`src/rtl/irqhub_pkg.sv`:
```
package irqhub_pkg;
    localparam int WORD_BITS = 32;
    localparam int BANK_LG   = 7;   // 128-byte window per bank (16 bytes x 8 words)

    typedef enum logic [2:0] {
        RK_STATUS = 3'd0,
        RK_MSTAT  = 3'd1,
        RK_MSET   = 3'd2,
        RK_MCLR   = 3'd3,
        RK_NONE   = 3'd4
    } reg_kind_e;

    typedef enum logic [1:0] {
        ACC_IDLE  = 2'd0,
        ACC_READ  = 2'd1,
        ACC_WRITE = 2'd2
    } acc_state_e;
endpackage

```
`src/rtl/irqhub_decode.sv`:
```
module irqhub_decode
    import irqhub_pkg::*;
#(
    parameter int NUM_WORDS = 2,
    parameter int NUM_CPUS  = 2,
    parameter int ADDR_W    = 12,
    parameter int WORD_W    = 1,
    parameter int BANK_W    = 1
) (
    input  logic [ADDR_W-1:0] addr,
    output logic              hit,
    output logic [BANK_W-1:0] bank,
    output reg_kind_e         kind,
    output logic [WORD_W-1:0] word
);
    localparam int OFS_N = BANK_LG - 2;

    logic [OFS_N-1:0] off;
    logic             upper_zero;
    logic             unused_lo;

    assign off        = addr[BANK_LG-1:2];
    assign bank       = addr[BANK_LG +: BANK_W];
    assign upper_zero = ((addr >> (BANK_LG + BANK_W)) == '0);
    assign unused_lo  = ^addr[1:0];

    always_comb begin
        kind = RK_NONE;
        word = '0;
        for (int k = 0; k < 4; k++) begin
            if (int'(off) >= k * NUM_WORDS && int'(off) < (k + 1) * NUM_WORDS) begin
                kind = reg_kind_e'(3'(k));
                word = WORD_W'(int'(off) - k * NUM_WORDS);
            end
        end
    end

    assign hit = upper_zero && (int'(bank) < NUM_CPUS) && (kind != RK_NONE);
endmodule

```
`src/rtl/irqhub_bank.sv`:
```
module irqhub_bank
    import irqhub_pkg::*;
#(
    parameter int NUM_WORDS = 2,
    parameter int WORD_W    = 1
) (
    input  logic                                  clk,
    input  logic                                  rst_n,
    input  logic                                  set_en,
    input  logic                                  clr_en,
    input  logic [WORD_W-1:0]                     word_sel,
    input  logic [WORD_BITS-1:0]                  wdata,
    input  logic [NUM_WORDS*WORD_BITS-1:0]        src,
    output logic [NUM_WORDS-1:0][WORD_BITS-1:0]   mask_o,
    output logic                                  irq_o
);
    localparam int SRC_N = NUM_WORDS * WORD_BITS;

    logic [NUM_WORDS-1:0][WORD_BITS-1:0] mask_q;
    logic [SRC_N-1:0]                    mask_flat;
    logic                                irq_q;

    for (genvar w = 0; w < NUM_WORDS; w++) begin : g_word
        always_ff @(posedge clk or negedge rst_n) begin
            if (!rst_n) begin
                mask_q[w] <= '1;
            end else if (set_en && word_sel == WORD_W'(w)) begin
                mask_q[w] <= mask_q[w] | wdata;
            end else if (clr_en && word_sel == WORD_W'(w)) begin
                mask_q[w] <= mask_q[w] & ~wdata;
            end
        end
    end

    assign mask_flat = mask_q;

    always_ff @(posedge clk or negedge rst_n) begin
        if (!rst_n) irq_q <= 1'b0;
        else        irq_q <= |(src & ~mask_flat);
    end

    assign mask_o = mask_q;
    assign irq_o  = irq_q;

    // Checker view: write data placed at the addressed word position.
    logic [SRC_N-1:0] wvec;
    assign wvec = SRC_N'(wdata) << (int'(word_sel) * WORD_BITS);

    assert_mask_set_R4: assert property (@(posedge clk) disable iff (!rst_n)
        set_en |=> ((mask_flat & $past(wvec)) == $past(wvec)));

    assert_mask_set_keep_R4: assert property (@(posedge clk) disable iff (!rst_n)
        set_en |=> ((mask_flat & ~$past(wvec)) == ($past(mask_flat) & ~$past(wvec))));

    assert_mask_clr_R5: assert property (@(posedge clk) disable iff (!rst_n)
        clr_en |=> ((mask_flat & $past(wvec)) == '0));

    assert_mask_clr_keep_R5: assert property (@(posedge clk) disable iff (!rst_n)
        clr_en |=> ((mask_flat & ~$past(wvec)) == ($past(mask_flat) & ~$past(wvec))));

    assert_mask_hold_R7: assert property (@(posedge clk) disable iff (!rst_n)
        !(set_en || clr_en) |=> $stable(mask_flat));

    assert_irq_follow_R6: assert property (@(posedge clk) disable iff (!rst_n)
        1'b1 |=> (irq_o == |($past(src) & ~$past(mask_flat))));
endmodule

```
`src/rtl/irqhub_port.sv`:
```
module irqhub_port
    import irqhub_pkg::*;
(
    input  logic                 clk,
    input  logic                 rst_n,
    input  logic                 req_valid,
    input  logic                 req_write,
    input  logic [WORD_BITS-1:0] rd_value,
    output logic                 rsp_valid,
    output logic [WORD_BITS-1:0] rsp_rdata
);
    acc_state_e             state_q, state_d;
    logic [WORD_BITS-1:0]   rdata_q;

    // next-state logic
    always_comb begin
        state_d = ACC_IDLE;
        unique case (state_q)
            ACC_IDLE, ACC_READ, ACC_WRITE: begin
                if (req_valid) state_d = req_write ? ACC_WRITE : ACC_READ;
                else           state_d = ACC_IDLE;
            end
            default: state_d = ACC_IDLE;
        endcase
    end

    // state register and captured read data
    always_ff @(posedge clk or negedge rst_n) begin
        if (!rst_n) begin
            state_q <= ACC_IDLE;
            rdata_q <= '0;
        end else begin
            state_q <= state_d;
            rdata_q <= (req_valid && !req_write) ? rd_value : '0;
        end
    end

    // outputs
    always_comb begin
        rsp_valid = 1'b0;
        rsp_rdata = '0;
        unique case (state_q)
            ACC_IDLE:  begin rsp_valid = 1'b0; rsp_rdata = '0;      end
            ACC_READ:  begin rsp_valid = 1'b1; rsp_rdata = rdata_q; end
            ACC_WRITE: begin rsp_valid = 1'b1; rsp_rdata = '0;      end
            default:   begin rsp_valid = 1'b0; rsp_rdata = '0;      end
        endcase
    end

    assert_rsp_after_req_R10: assert property (@(posedge clk) disable iff (!rst_n)
        req_valid |=> rsp_valid);

    assert_no_rsp_idle_R10: assert property (@(posedge clk) disable iff (!rst_n)
        !req_valid |=> !rsp_valid);

    assert_write_rsp_zero_R10: assert property (@(posedge clk) disable iff (!rst_n)
        (req_valid && req_write) |=> (rsp_rdata == '0));
endmodule

```
`src/rtl/irq_mask_hub.sv`:
```
module irq_mask_hub
    import irqhub_pkg::*;
#(
    parameter int NUM_WORDS = 2,
    parameter int NUM_CPUS  = 2,
    parameter int ADDR_W    = 12
) (
    input  logic                           clk,
    input  logic                           rst_n,
    input  logic                           req_valid,
    input  logic                           req_write,
    input  logic [ADDR_W-1:0]              req_addr,
    input  logic [WORD_BITS-1:0]           req_wdata,
    output logic                           rsp_valid,
    output logic [WORD_BITS-1:0]           rsp_rdata,
    input  logic [NUM_WORDS*WORD_BITS-1:0] irq_src,
    output logic [NUM_CPUS-1:0]            irq_out
);
    localparam int WORD_W = (NUM_WORDS > 1) ? $clog2(NUM_WORDS) : 1;
    localparam int BANK_W = (NUM_CPUS > 1) ? $clog2(NUM_CPUS) : 1;

    logic              dec_hit;
    logic [BANK_W-1:0] dec_bank;
    reg_kind_e         dec_kind;
    logic [WORD_W-1:0] dec_word;

    irqhub_decode #(
        .NUM_WORDS (NUM_WORDS),
        .NUM_CPUS  (NUM_CPUS),
        .ADDR_W    (ADDR_W),
        .WORD_W    (WORD_W),
        .BANK_W    (BANK_W)
    ) u_dec (
        .addr (req_addr),
        .hit  (dec_hit),
        .bank (dec_bank),
        .kind (dec_kind),
        .word (dec_word)
    );

    logic [NUM_WORDS-1:0][WORD_BITS-1:0]               src_w;
    logic [NUM_CPUS-1:0][NUM_WORDS-1:0][WORD_BITS-1:0] mask_all;
    logic [NUM_CPUS-1:0]                               set_en, clr_en;
    logic                                              wr_hit;

    assign src_w  = irq_src;
    assign wr_hit = req_valid && req_write && dec_hit;

    for (genvar c = 0; c < NUM_CPUS; c++) begin : g_bank
        assign set_en[c] = wr_hit && (dec_kind == RK_MSET) && (int'(dec_bank) == c);
        assign clr_en[c] = wr_hit && (dec_kind == RK_MCLR) && (int'(dec_bank) == c);

        irqhub_bank #(
            .NUM_WORDS (NUM_WORDS),
            .WORD_W    (WORD_W)
        ) u_bank (
            .clk      (clk),
            .rst_n    (rst_n),
            .set_en   (set_en[c]),
            .clr_en   (clr_en[c]),
            .word_sel (dec_word),
            .wdata    (req_wdata),
            .src      (irq_src),
            .mask_o   (mask_all[c]),
            .irq_o    (irq_out[c])
        );
    end

    logic [WORD_BITS-1:0] rd_value;

    always_comb begin
        rd_value = '0;
        if (dec_hit) begin
            unique case (dec_kind)
                RK_STATUS: rd_value = src_w[dec_word];
                RK_MSTAT:  rd_value = mask_all[dec_bank][dec_word];
                default:   rd_value = '0;
            endcase
        end
    end

    irqhub_port u_port (
        .clk       (clk),
        .rst_n     (rst_n),
        .req_valid (req_valid),
        .req_write (req_write),
        .rd_value  (rd_value),
        .rsp_valid (rsp_valid),
        .rsp_rdata (rsp_rdata)
    );

    assert_one_bank_R7: assert property (@(posedge clk) disable iff (!rst_n)
        $onehot0(set_en | clr_en));

    assert_reset_quiet_R1: assert property (@(posedge clk) disable iff (!rst_n)
        $rose(rst_n) |-> (irq_out == '0));
endmodule

```
`config.mk`:
```
export PLATFORM = sky130hd
export DESIGN_NAME = irq_mask_hub
export DESIGN_NICKNAME = d
export VERILOG_FILES = /design/src/rtl/irqhub_pkg.sv /design/src/rtl/irqhub_decode.sv /design/src/rtl/irqhub_bank.sv /design/src/rtl/irqhub_port.sv /design/src/rtl/irq_mask_hub.sv
export SDC_FILE = /design/constraint.sdc
export NUM_CORES = 1
export LEC_CHECK = 0
export ABC_AREA = 1
export BUFFER_PORTS_ARGS = -buffer_cell sky130_fd_sc_hd__buf_2
export CORE_ASPECT_RATIO = 1.25
export CORE_UTILIZATION = 46
export CTS_CLUSTER_DIAMETER = 60
export CTS_CLUSTER_SIZE = 30
export DETAILED_ROUTE_END_ITERATION = 8
export PLACE_DENSITY_LB_ADDON = 0.15
export SETUP_SLACK_MARGIN = 0.3
export SLEW_MARGIN = 15
export SYNTH_ARGS = -nofsm -noshare
export SYNTH_HDL_FRONTEND = slang
export SYNTH_HIERARCHICAL = 1
export SYNTH_SLANG_ARGS = --single-unit
```
`constraint.sdc`:
```
create_clock -name clk -period 2.5 [get_ports clk]
set_input_delay 0.375 -clock clk [delete_from_list [all_inputs] [get_ports clk]]
set_output_delay 0.375 -clock clk [all_outputs]
set_load 0.01 [all_outputs]
```
==> reports/qor.yml, run 1 <==
global_routing:
  grt_pass1_vias: 9675
  grt_max_degree: 63
  grt_overflow: 0
  track_usage_pct: 28.4
  grt_pass1_wl_um: 52600
  antenna_found_initial: 0
flow_run:
  maxCapViolations: 0
floorplanning:
  start_util_pct: 47.1
  io_pins: 147
  die_w_um: 139
  die_h_um: 174
  fp-row-count: 62
  core_area_um2: 23000
  dieArea_um2: 24200
worst_setup_path:
  r2r_slack_ns: 1.07
  cp.arrival_ns: 1.66
  endpoint_kind: "output port"
  crit_chain: "inv_1 -> ha_1 -> buf_6 -> nand2_1 -> inv_1 -> buf_2"
  cpMostUsedCell: "inv_1"
  start_kind: "register"
  slowest_delay_ns: 0.38
  path_class: "register to output port"
  crit_fanout: 32
  cp.required_ns: 2.12
  cpMaxStageDelayCell: "dfrtp_1"
power_and_ir_drop:
  ir_worst_vdd_v: 0.000503
  power.internal_mw: 4.28
  combPwrFrac_pct: 11.1
  leakagePower_nw: 6.32
  seqPwrFrac_pct: 44.8
  power_mw: 5.96
  powerDensity_nw_per_um2: 477
  power.switching_mw: 1.68
  p_sw_share_pct: 28.1
  p_clk_share_pct: 44.0
drt:
  wl_per_cell_um: 15.8
  first_iter_violations: 642
  drc: 0
  ant_nets: 0
  viasPerCell: 4.84
  wl_um: 33200
  drtPass1Iterations: 6
  vias: 10200
layout:
  drive_above_1_share_pct: 22.5
  area_growth_pct: 15.1
  num-nets-final: 1918
  diodes: 0
yosys:
  ys.flop_type: "dfstp_2"
  ys_warn_count: 6
  synth_common_cells: "nand2_1 (533), inv_1 (443), o21ai_0 (224), dfstp_2 (128), nand3_1 (65)"
  synth_area_per_cell_um2: 6.52
  synth_fa_ha_area_share_pct: 0.230
  synthMuxAreaShare_pct: 0
  ys_ff_latch: 164
  synth_edf_count: 0
  yosys.area_share.simple_pct: 25.9
  synth-compound-area-share_pct: 14.8
  synth.largest_area_cell: "dfstp_2"
  synth_top_family_by_area: "simple AND/OR/NAND/NOR gates"
  post-synth-top-count-cell: "nand2_1"
  synth_area_um2: 10900
  synth_xor_area_share_pct: 0
  synthCells: 1667
  synthTopCellsByArea: "dfstp_2 (31%), nand2_1 (18%), inv_1 (15%)"
  async_reset_ff_share_pct: 100
  seq_area_frac_synth_pct: 39.3
  syn_nets: 1781
  synth_top_area_share_pct: 31.0
  ys_types: 26
worst_hold_path:
  hold_class: "primary input to register"
sta:
  slew_violations: 0
  slew_headroom_pct: 53.9
  fin_crit_ns: 2.03
  skew_ns: 0.0114
  setup_viol: 0
  rsz0062_at_grt: "no"
  final.period_utilization_pct: 81.3
  timing.hold.ws_ns: 0.191
  fmax_mhz: 492
  hold_viol: 0
  worst_pin_slew_ns: 0.691
  tns_ns: 0
placement:
  port-buffer-count: 144
  globalplace.congestion: 0.851
  hpwl_um: 22800
cts:
  htree_levels: 4
  cts_buffers: 17
  clk_path_buf_depth: 2
  root_buffer: "clkbuf_16"
  cts_tree: "yes"
  clk_latency_ns: 0.44
  path_clk_slew_ns: 0.07
  cts_sinks: 164
outcome:
  status: "completed"
==> layout make-up <==
cell class | instances | area, um2
Inverter | 445 | 1670
Clock buffer | 19 | 433
Tap cell | 288 | 360
Multi-Input combinational cell | 990 | 4460
Sequential cell | 164 | 4260
Fill cell | 2316 | 10500
Clock inverter | 13 | 141
Timing Repair Buffer | 186 | 1170
==> worst paths after layout <==
check,from,endpoint,cells past startpoint
max in group asynchronous,rst_n,async pin,3
min,req_write,u_port/state_q[1],3
min reg2reg,register,register,2
min in group asynchronous,rst_n,u_port/rdata_q[31],2
max reg2reg,register,g_bank[1].u_bank/irq_o,9
max,u_port/state_q[1],rsp_rdata[6],6
==> through the flow <==
step	instance area [um2]	cells	utilization [%]	worst slack, ns
2_1_floorplan	10900	1667	-	0.433
3_3_place_gp	11900	2072	51.7	0.164
3_5_place_dp	11900	2072	51.7	0.0900
4_1_cts	12500	2105	54.3	0.360
5_1_grt	12500	2105	54.3	0.362
6_report	12500	2105	54.3	0.467
==> layer usage <==
| layer | vias up | GRT usage, % | wire (um) |
|---|---|---|---|
| met4 | 0 | 11.3 | 903 |
| met2 | 306 | 47.4 | 15700 |
| met3 | 49 | 3.51 | 1670 |
| met5 | - | 0 | 0 |
| met1 | 4638 | 37.5 | 14900 |
| li1 | 5203 | - | - |
==> placed cells by master (no fill, tap or decap), types with 2 or more instances in the layout <==
cell | synthesis | final
nand2_1 | 533 | 533
inv_1 | 443 | 443
o21ai_0 | 224 | 224
buf_2 | 25 | 143
dfstp_2 | 128 | 128
nand3_1 | 65 | 65
dfrtp_1 | 36 | 36
nor2_2 | 33 | 33
a21oi_1 | 32 | 32
o21ai_1 | 30 | 30
buf_4 | 1 | 30
nor2_1 | 30 | 29
o21ai_2 | 20 | 20
clkbuf_16 | 0 | 17
buf_12 | 2 | 10
nand4_1 | 8 | 8
nand2_4 | 5 | 5
clkinv_4 | 0 | 4
inv_6 | 0 | 4
inv_8 | 0 | 3
nor4_1 | 2 | 2
inv_2 | 2 | 2
clkbuf_1 | 19 | 2
or2_4 | 2 | 2
buf_6 | 21 | 2
nor2_4 | 1 | 2
ha_1 | 2 | 2
==> power groups by stage <==
| stage | combinational [mW] | clock, mW | sequential [mW] |
|---|---|---|---|
| final | 0.665 | 2.62 | 2.67 |
| after global routing | 0.746 | 2.78 | 2.67 |
| after CTS | 0.664 | 2.68 | 2.67 |
| after detailed placement | 0.659 | 0 | 2.71 |
| after global placement | 0.654 | 0 | 2.71 |
| after floorplan | 0.353 | 0 | 2.71 |
==> worst max-delay path: cells and delay by family, from the launching register on <==
family / cells / cell delay [ns]
adder cells (fa/ha/maj): 1 / 0.15
buffers and inverters: 4 / 0.53
flip-flops: 1 / 0.38
AND/OR/NAND/NOR: 1 / 0.14
==> logic make-up (layout without fill, tap and decap cells) <==
family                   Yosys count  count (layout)
AO/OA/AOI/OAI                    306             306
adder cells (fa/ha/maj)            2               2
buffers and inverters            513             663
flip-flops                       164             164
AND/OR/NAND/NOR                  682             682
==> what timing repair did <==
action,in CTS,in global routing
setup endpoints to repair,0,1
gates resized for setup,0,1
hold buffers,1,0
endpoints found under the hold margin,1,0
setup buffers,0,0
Note: power is estimated with default switching activity, not from simulation.
==> run 2: changes to the inputs <==
==> constraint.sdc (replaced) <==
create_clock -name clk -period 1.9 [get_ports clk]
set_input_delay 0.285 -clock clk [delete_from_list [all_inputs] [get_ports clk]]
set_output_delay 0.285 -clock clk [all_outputs]
set_load 0.01 [all_outputs]
==> reports/qor.yml, run 2 (synthesis gave the netlist of run 1 again) <==
floorplanning:
  start_util_pct: 47.1
  dieArea_um2: 24200
  die_h_um: 174
  io_pins: 147
  core_area_um2: 23000
  fp-row-count: 62
  die_w_um: 139
layout:
  area_growth_pct: 29.0
  final_cells: 2151
  finalInstanceArea_um2: 14000
  layout_common_cells: "nand2_1 (506), inv_1 (420), o21ai_1 (159), dfstp_2 (128), buf_2 (122)"
  num-nets-final: 1963
  layout_commonest_cell: "nand2_1"
  drive_above_1_share_pct: 31.6
worst_setup_path:
  r2r_slack_ns: 0.37
  crit_chain: "inv_2 -> ha_4 -> buf_16 -> nand2_2 -> inv_1 -> buf_2"
  rr_endpoint: "g_bank[1].u_bank/irq_o"
  start_kind: "register"
  slowest_delay_ns: 0.39
  endpoint_kind: "output port"
  crit_fanout: 8
  path_class: "register to output port"
  cp.required_ns: 1.62
  reg2reg_depth: 9
  cp.arrival_ns: 1.58
  cpMaxStageDelayCell: "dfrtp_1"
power_and_ir_drop:
  power.internal_mw: 5.85
  combPwrFrac_pct: 13.0
  leakagePower_nw: 6.87
  p_sw_share_pct: 28.2
  p_clk_share_pct: 43.8
  powerDensity_nw_per_um2: 581
  power.switching_mw: 2.29
  seqPwrFrac_pct: 43.2
  power_mw: 8.14
  ir_worst_vdd_v: 0.000635
placement:
  pre_cts_ws_ns: -0.276
  hpwl_um: 23600
  placed_area_um2: 12200
  port-buffer-count: 144
  dp.cells: 2089
  globalplace.congestion: 0.863
cts:
  cts_tree: "yes"
  htree_levels: 4
  clk_path_buf_depth: 2
  cts_buffers: 17
  cts_sinks: 164
  clk_latency_ns: 0.44
  path_clk_slew_ns: 0.07
  root_buffer: "clkbuf_16"
global_routing:
  grt_pass1_vias: 9787
  grt_max_degree: 45
  grt_pass1_wl_um: 52900
  track_usage_pct: 28.9
  grt_overflow: 0
  antenna_found_initial: 1
sta:
  rsz0062_at_grt: "yes"
  worst_pin_slew_ns: 0.582
  setup_viol: 0
  fin_crit_ns: 1.86
  slew_violations: 0
  final.period_utilization_pct: 97.9
  setup_slack_ns: 0.0394
  hold_viol: 0
  tns_ns: 0
  fmax_mhz: 537
  skew_ns: 0.0100
  slew_headroom_pct: 61.2
drt:
  vias: 10700
  drc: 0
  ant_nets: 0
  wl_um: 36700
  drtPass1Iterations: 5
  wl_per_cell_um: 17.1
  first_iter_violations: 645
  viasPerCell: 4.96
flow_run:
  maxCapViolations: 0
worst_hold_path:
  min_to: "u_port/state_q[1]"
  holdPathStages: 3
  hold_class: "primary input to register"
  hold_start: "req_write"
outcome:
  status: "completed"
[run 2: cell types whose count changed in the layout (fill, tap and decap cells not counted), moves of 9 or more]
cell	before	now
inv_2	2	25
o21ai_1	30	159
nand2_1	533	506
buf_2	143	122
buf_8	0	9
clkbuf_16	17	30
a21oi_2	0	13
o21ai_2	20	84
nand2_2	0	17
buf_12	10	21
inv_1	443	420
buf_6	2	26
a21oi_1	32	19
o21ai_0	224	30
[run 2: layout make-up]
class                   instances  area (um2)
fillers                      2120        9030
multi-input cells             990        4990
flip-flops and latches        164        4260
repair buffers                231        2130
inverters                     445        1670
clock buffers                  17         425
well taps                     288         360
clock inverters                15         169
diodes                          1        2.50
[run 2: through the flow]
| stage | hold WS [ns] | util, % |
|---|---|---|
| global placement | 0.228 | 52.8 |
| detailed placement | 0.229 | 52.8 |
| floorplan | -0.0106 | - |
| global route | 0.102 | 60.8 |
| finish | 0.110 | 60.8 |
| CTS | 0.0812 | 56.2 |
[run 2: power groups by stage]
stage / clock [mW] / sequential (mW) / combinational (mW)
after floorplan: 0 / 3.57 / 0.468
after global placement: 0 / 3.57 / 0.908
after detailed placement: 0 / 3.57 / 0.914
after global routing: 3.76 / 3.52 / 1.16
after CTS: 3.62 / 3.52 / 0.957
final: 3.57 / 3.52 / 1.06
[run 2: worst max-delay path: cells and delay by family (launching register included)]
family,cells,cell delay [ns]
flops,1,0.39
simple gates,1,0.06
fa+ha+maj,1,0.24
buf+inv,4,0.46
[run 2: how the worst max path moves through the flow]
| stage | from | endpoint | slack [ns] | depth (start not counted) |
|---|---|---|---|---|
| floorplan | req_addr[5] | register | 0.05 | 12 |
| global placement | req_addr[5] | register | -0.23 | 10 |
| detailed placement | req_addr[5] | register | -0.28 | 10 |
| CTS | u_port/state_q[1] | rsp_rdata[26] | 0.06 | 6 |
| global route | u_port/state_q[1] | rsp_rdata[9] | -0.03 | 6 |
| finish | u_port/state_q[1] | rsp_rdata[9] | 0.04 | 6 |
[run 2: per-layer routing]
| layer | global-route usage, % | vias to the layer above | routed length, um |
|---|---|---|---|
| met5 | 0 | - | 0 |
| met4 | 11.7 | 0 | 1320 |
| met3 | 4.03 | 72 | 2200 |
| met2 | 47.8 | 377 | 17600 |
| met1 | 37.9 | 4881 | 15600 |
| li1 | - | 5332 | - |
[run 2: timing repair]
action	in CTS	in global routing
resized for setup	30	357
endpoints found under the hold margin	5	0
hold buffers	1	0
gates cloned	2	16
setup buffers	1	9
pin swaps	5	30
endpoints found under the setup margin	176	178
